## src/rtl/lane_cmp_pkg.sv

```systemverilog
package lane_cmp_pkg;

  // number of equal-width slots the datapath is divided into
  localparam int SLOTS = 4;

  // strobes handed from the mask decoder to the compare datapath
  typedef struct packed {
    logic [SLOTS-1:0] laneBase; // slot is the least significant slot of its lane
    logic [SLOTS-1:0] linkUp;   // slot is joined to the slot above it
  } laneStrobes_t;

endpackage

```

## src/rtl/lane_cmp_ctrl.sv

```systemverilog
module lane_cmp_ctrl #(
  parameter int SLOTS = lane_cmp_pkg::SLOTS
) (
  input  logic [SLOTS-2:0]            partMask,
  output lane_cmp_pkg::laneStrobes_t  strobes
);

  for (genvar i = 0; i < SLOTS; i++) begin : g_slot
    if (i == SLOTS - 1) begin : g_top
      assign strobes.linkUp[i] = 1'b0;
    end else begin : g_mid
      assign strobes.linkUp[i] = ~partMask[i];
    end
    if (i == 0) begin : g_bottom
      assign strobes.laneBase[i] = 1'b1;
    end else begin : g_upper
      assign strobes.laneBase[i] = partMask[i-1];
    end
  end

  // one lane per cut plus one
  always_comb begin
    lane_count_chk: assert ($countones(strobes.laneBase) == $countones(partMask) + 1)
      else $error("lane count does not match mask");
  end

endmodule

```

## src/rtl/lane_cmp_dp.sv

```systemverilog
module lane_cmp_dp #(
  parameter int SLOT_W = 4,
  parameter int SLOTS  = lane_cmp_pkg::SLOTS,
  localparam int DATA_W = SLOT_W * SLOTS
) (
  input  logic [DATA_W-1:0]           opA,
  input  logic [DATA_W-1:0]           opB,
  input  lane_cmp_pkg::laneStrobes_t  strobes,
  output logic [SLOTS-1:0]            eqLane,
  output logic [SLOTS-1:0]            ltLane,
  output logic [SLOTS-1:0]            gtLane
);

  logic [SLOTS-1:0] slotEq, slotLt, slotGt;
  logic [SLOTS-1:0] accEq, accLt, accGt;

  // local relation of each slot on its own bits
  for (genvar i = 0; i < SLOTS; i++) begin : g_slotCmp
    logic [SLOT_W-1:0] aSlice, bSlice;
    assign aSlice    = opA[i*SLOT_W +: SLOT_W];
    assign bSlice    = opB[i*SLOT_W +: SLOT_W];
    assign slotEq[i] = (aSlice == bSlice);
    assign slotLt[i] = (aSlice <  bSlice);
    assign slotGt[i] = (aSlice >  bSlice);
  end

  // walk each lane from its top slot downward; higher slots decide first
  always_comb begin
    logic hiEq, hiLt, hiGt;
    hiEq = 1'b1;
    hiLt = 1'b0;
    hiGt = 1'b0;
    for (int i = SLOTS - 1; i >= 0; i--) begin
      if (!strobes.linkUp[i]) begin
        hiEq = 1'b1;
        hiLt = 1'b0;
        hiGt = 1'b0;
      end
      accEq[i] = hiEq & slotEq[i];
      accLt[i] = hiLt | (hiEq & slotLt[i]);
      accGt[i] = hiGt | (hiEq & slotGt[i]);
      hiEq = accEq[i];
      hiLt = accLt[i];
      hiGt = accGt[i];
    end
  end

  // the verdict sits at the lane's bottom slot; copy it up through the lane
  always_comb begin
    logic curEq, curLt, curGt;
    curEq = 1'b0;
    curLt = 1'b0;
    curGt = 1'b0;
    for (int i = 0; i < SLOTS; i++) begin
      if (strobes.laneBase[i]) begin
        curEq = accEq[i];
        curLt = accLt[i];
        curGt = accGt[i];
      end
      eqLane[i] = curEq;
      ltLane[i] = curLt;
      gtLane[i] = curGt;
    end
  end

  for (genvar i = 0; i < SLOTS; i++) begin : g_chk

    always_comb begin
      one_relation_chk: assert ($countones({ltLane[i], eqLane[i], gtLane[i]}) == 1)
        else $error("slot %0d holds no single relation", i);
    end
    if (i < SLOTS - 1) begin : g_pair

      always_comb begin
        if (strobes.linkUp[i]) begin
          lane_agree_chk: assert (eqLane[i] == eqLane[i+1] && ltLane[i] == ltLane[i+1]
                                  && gtLane[i] == gtLane[i+1])
            else $error("joined slots %0d and %0d disagree", i, i + 1);
        end
      end
    end
  end

endmodule

```

## src/rtl/lane_cmp_unit.sv

```systemverilog
module lane_cmp_unit #(
  parameter int SLOT_W = 4,
  localparam int SLOTS  = lane_cmp_pkg::SLOTS,
  localparam int DATA_W = SLOT_W * SLOTS
) (
  input  logic [DATA_W-1:0] opA,
  input  logic [DATA_W-1:0] opB,
  input  logic [SLOTS-2:0]  partMask,
  output logic [SLOTS-1:0]  eqVec,
  output logic [SLOTS-1:0]  neVec,
  output logic [SLOTS-1:0]  ltVec,
  output logic [SLOTS-1:0]  leVec,
  output logic [SLOTS-1:0]  gtVec,
  output logic [SLOTS-1:0]  geVec
);

  lane_cmp_pkg::laneStrobes_t strobes;
  logic [SLOTS-1:0] eqLane, ltLane, gtLane;

  lane_cmp_ctrl #(.SLOTS(SLOTS)) u_ctrl (
    .partMask (partMask),
    .strobes  (strobes)
  );

  lane_cmp_dp #(.SLOT_W(SLOT_W), .SLOTS(SLOTS)) u_dp (
    .opA     (opA),
    .opB     (opB),
    .strobes (strobes),
    .eqLane  (eqLane),
    .ltLane  (ltLane),
    .gtLane  (gtLane)
  );

  assign eqVec = eqLane;
  assign neVec = ~eqLane;
  assign ltVec = ltLane;
  assign leVec = ltLane | eqLane;
  assign gtVec = gtLane;
  assign geVec = gtLane | eqLane;

  // identical operands are equal in every lane, whatever the mask
  always_comb begin
    if (opA == opB) begin
      full_equal_chk: assert (eqVec == '1)
        else $error("identical operands not reported equal");
    end
  end

endmodule

```

## config.mk

```make
export PLATFORM = sky130hd
export DESIGN_NAME = lane_cmp_unit
export DESIGN_NICKNAME = d
export VERILOG_FILES = /design/src/rtl/lane_cmp_pkg.sv /design/src/rtl/lane_cmp_ctrl.sv /design/src/rtl/lane_cmp_dp.sv /design/src/rtl/lane_cmp_unit.sv
export SDC_FILE = /design/constraint.sdc
export NUM_CORES = 1
export LEC_CHECK = 0
export BUFFER_PORTS_ARGS = -buffer_cell sky130_fd_sc_hd__buf_2
export CAP_MARGIN = 15
export CORE_MARGIN = 10
export CORE_UTILIZATION = 27
export DETAILED_ROUTE_END_ITERATION = 10
export PLACE_DENSITY_LB_ADDON = 0.08
export SYNTH_ARGS = -nofsm -noshare
export SYNTH_HDL_FRONTEND = slang
export SYNTH_HIERARCHICAL = 1
export SYNTH_SLANG_ARGS = --single-unit
```

## constraint.sdc

```tcl
create_clock -name vclk -period 2.6
set_input_delay 0.13 -clock vclk [all_inputs]
set_output_delay 0.13 -clock vclk [all_outputs]
set_load 0.01 [all_outputs]
```

# Yosys cells after proc, flatten, opt, wreduce, memory -nomap -nowiden
# Cells that the tools add are included.
# classes
magnitude_cmp,8
eq_ne,4
muxes,18
bitwise,18
# ops
operator,count
$mux 1,18
$eq 4x4->1,4
$gt 4x4->1,4
$lt 4x4->1,4
$and 1x1->1,9
$or 4x4->4,2
$or 1x1->1,6
$not 4->4,1
# totals
ff_bits,0
in_bits,35
out_inout_bits,24
wordCells,48

# Logic depth before layout (Yosys ltp)
# depth
word_depth,12
depth_mapped,9
depth_no_buf,8

# Hierarchy
# The synthesis kept the hierarchy.
# by_module_without_submodules
module,instances,cells_each,area_per_inst_um2,seq_area_each_um2
lane_cmp_dp,1,122,834.6,0.0
lane_cmp_unit,1,12,65.1,0.0
lane_cmp_ctrl,1,10,56.3,0.0

# Worst setup path after synthesis
# No wires, ideal clock.
# synth_path
path_type,input to output
startpoint,input port opB[15]
endpoint,output port geVec[3]
arrival_ns,2.028
required_time_ns,2.470
slack_ns,0.442
cell_stages,8
n_path_buf,0
cell_sequence,inv_1 ha_1 nand4_4 a221o_2 o21ai_0 o21ai_0 a221oi_1 or2_1
# synth_between
word_cells_on_any_way,24
classes_between,1 x order compare; 1 x eq/ne; 12 x mux; 10 x bitwise
# synth_lines
element,line_no,text
from (decl),lane_cmp_unit.sv:7,"input logic [DATA_W-1:0] opB,"
$eq 4x4->1 *,lane_cmp_dp.sv:22,assign slotEq[i] = (aSlice == bSlice);
$mux 1,lane_cmp_dp.sv:34,if (!strobes.linkUp[i]) begin
$and 1x1->1,lane_cmp_dp.sv:39,accEq[i] = hiEq & slotEq[i];
$mux 1,lane_cmp_dp.sv:34,
$and 1x1->1,lane_cmp_dp.sv:39,
$mux 1,lane_cmp_dp.sv:34,
$and 1x1->1,lane_cmp_dp.sv:39,
$mux 1 (2 in series),lane_cmp_dp.sv:55,if (strobes.laneBase[i]) begin
$mux 1 *,lane_cmp_dp.sv:55,
net eqVec[3],lane_cmp_unit.sv:9,"output logic [SLOTS-1:0] eqVec,"
$or 4x4->4 *,lane_cmp_unit.sv:39,assign geVec = gtLane | eqLane;
to (decl),lane_cmp_unit.sv:14,output logic [SLOTS-1:0] geVec
# The timed path passes the listed nets; every way through them passes the cells marked *.

# Worst setup path after layout
# layout_path
startpoint,input port opA[9]
endpoint,output port geVec[2]
# layout_between
elab_chain_len,10
word_cells_on_any_way,20
classes_between,1 x order compare; 1 x eq/ne; 8 x mux; 10 x bitwise
# layout_lines
element,line_no,text
from (decl),lane_cmp_unit.sv:6,"input logic [DATA_W-1:0] opA,"
$gt 4x4->1 / $eq 4x4->1 (equally long branches),"lane_cmp_dp.sv:24, lane_cmp_dp.sv:22",
$and 1x1->1 (on tied branches),"lane_cmp_dp.sv:41, lane_cmp_dp.sv:39",
$or 1x1->1 / $mux 1 (equally long branches),"lane_cmp_dp.sv:41, lane_cmp_dp.sv:34",
$mux 1 (tied with other cells),lane_cmp_dp.sv:34,
$or 1x1->1 / $mux 1 (equally long branches),"lane_cmp_dp.sv:41, lane_cmp_dp.sv:34",
$mux 1 / $and 1x1->1 (equally long branches),"lane_cmp_dp.sv:34, lane_cmp_dp.sv:41",
$or 1x1->1,lane_cmp_dp.sv:41,accGt[i] = hiGt | (hiEq & slotGt[i]);
$mux 1 (2 in series),lane_cmp_dp.sv:55,
$or 4x4->4 *,lane_cmp_unit.sv:39,
# Every way passes the cells marked *; elsewhere a longest branch is shown, timed or not.

==> results.yml <==
setup_path:
  arrival_ns: 2.15
  crit_buf_inv: 2
  critPathTopFamily: "compound AO/OA/AOI/OAI gates"
  cp_slowest_cell: "a221o_1"
  cp_cell_sequence: "buf_2 > ha_1 > nor2b_1 > o211a_1 > a221o_1 > a22oi_2 > a31oi_1 > or2_1 > buf_2"
  crit_path_start_kind: "primary input"
  crit_path_end_kind: "output port"
  path_class: "primary input to output port"
  cp.required_ns: 2.47
  crit_path_start: "opA[9]"
  cpMostUsedCell: "buf_2"
  crit_end: "geVec[2]"
  critPathMaxFanout: 5
  crit_cells: 9
  crit_path_max_incr_delay_ns: 0.42
power:
  power_density_nw_per_um2: 221.3
  seqPwrFrac: 0
  p_int_uw: 123.3
  p_sw_uw: 157.7
  pwr-share-comb: 1.000
  p_total_uw: 281.0
  p_sw_frac: 0.5612
  pwr-share-clk: 0
  leakage_uw: 0.0007505
  vdd_ir_drop_max_mv: 0.05596
detailed_routing:
  wl_met3_um: 152
  drtIter0Drc: 27
  post_drt_wl_per_cell_um: 13.05
  via_per_inst: 4.855
  wl_met2_mm: 1.766
  vias: 1175
  drt.antenna.violating_nets: 0
  finalWirelength_mm: 3.157
  firstDrtPassIters: 4
  drc: 0
  met1_length_mm: 1.239
  top_layer: "met3"
sta:
  rsz0062_at_grt: "false"
  fin_crit_ns: 2.281
  setup_tns_ns: 0
  fin_crit_sh: 0.8773
  setup_viol: 0
  clock.fmax_ghz: 0.4384
  drv_slew: 0
  hold_violations: 0
logic_synthesis:
  postSynthCellCount: 142
  postSynthAreaPerCell_um2: 6.653
  ys.warnings.count: 6
  syn_area_um2: 944.7
  syn-num-nets: 193
global_routing:
  track_usage: 0.09680
  antenna_found_initial: 0
  grt_pass1_vias: 1178
  grt_pass1_wl_mm: 5.395
  grt_max_degree: 9
  overflow: 0
run:
  drv_cap: 0
layout:
  layout-drive-gt1-share: 0.3520
  seq_area_um2: 0
  area_growth_syn_to_layout_pct: 34.44
  nClkBuffers: 0
  seq_cells: 0
  nNetsFinal: 249
  diodes: 0
floorplan:
  rows: 21
  die_y_um: 79.15
  die_w_um: 79.15
  dieArea_um2: 6265
  pin_count: 59
  start_util: 0.2809
  core_area_um2: 3363
hold_path:
  hp-start: "partMask[2]"
  hold_class: "primary input to output port"
place:
  dp_hpwl_mm: 2.928
  port-buffer-count: 59
  gp_congestion: 0.8098
status:
  status: "finished, final reports clean"
clocking:
  ctsHoldBuffers: 0
cell usage in the layout (no fill, tap or decap), drive strengths merged, types with 2 or more instances in the layout:
| master | instances |
|---|---|
| o22ai | 3 |
| o21ai | 5 |
| o211a | 3 |
| buf | 59 |
| o211ai | 3 |
| a221o | 2 |
| nor3 | 3 |
| and4 | 2 |
| nand3 | 2 |
| a21oi | 5 |
| a21o | 4 |
| or2 | 8 |
| a31oi | 3 |
| and2 | 2 |
| nand4 | 4 |
| nor2b | 3 |
| a221oi | 3 |
| ha | 16 |
| a211oi | 2 |
| nand2 | 14 |
| inv | 29 |
| nor2 | 10 |
repair_timing:
item,4_1_cts,5_1_grt
buffers inserted,0,0
hold endpoints to repair,0,0
setup endpoints to repair,0,1
gates resized for setup,0,1
metal layers:
metal / track usage / up-vias
li1: - / 609
met1: 0.1090 / 542
met2: 0.1958 / 24
met3: 0.01239 / 0
met4: 0 / 0
met5: 0 / -
stage by stage:
stage	area, um^2	worst slack [ns]	instances	utilization	hold WS (ns)
after CTS	1264	0.2643	242	0.3757	0.6985
after global placement	1264	0.3411	242	0.3757	0.6968
after global routing	1270	0.1693	242	0.3776	0.6966
after detailed placement	1264	0.2562	242	0.3757	0.6964
final	1270	0.3190	242	0.3776	0.6628
after floorplan	944.7	0.4417	142	-	0.5085
final cells by class:
type                       instances  area, um^2
fill                             409        2093
multi-input combinational        108       808.3
timing repair buffer              59       295.3
inverter                          29       108.9
tap                               46       57.56
power groups by stage:
stage / clock network [uW] / logic, uW / registers [uW]
after floorplan: 0 / 184 / 0
after global placement: 0 / 281 / 0
after detailed placement: 0 / 284 / 0
after CTS: 0 / 285 / 0
after global routing: 0 / 317 / 0
final: 0 / 281 / 0
tightest hold or removal path: cells and delay by family:
family / cells / cell delay (ns)
AOI/OAI and AO/OA: 1 / 0.10
buffers and inverters: 2 / 0.30
worst min path at each step:
| stage | cells past startpoint | end | slack, ns |
|---|---|---|---|
| final | 3 | eqVec[3] | 0.66 |
| after global routing | 3 | eqVec[3] | 0.70 |
| after CTS | 3 | eqVec[3] | 0.70 |
| after detailed placement | 3 | eqVec[3] | 0.70 |
| after global placement | 3 | eqVec[3] | 0.70 |
| after floorplan | 2 | eqVec[3] | 0.51 |
Note: power is estimated with default switching activity, not from simulation.
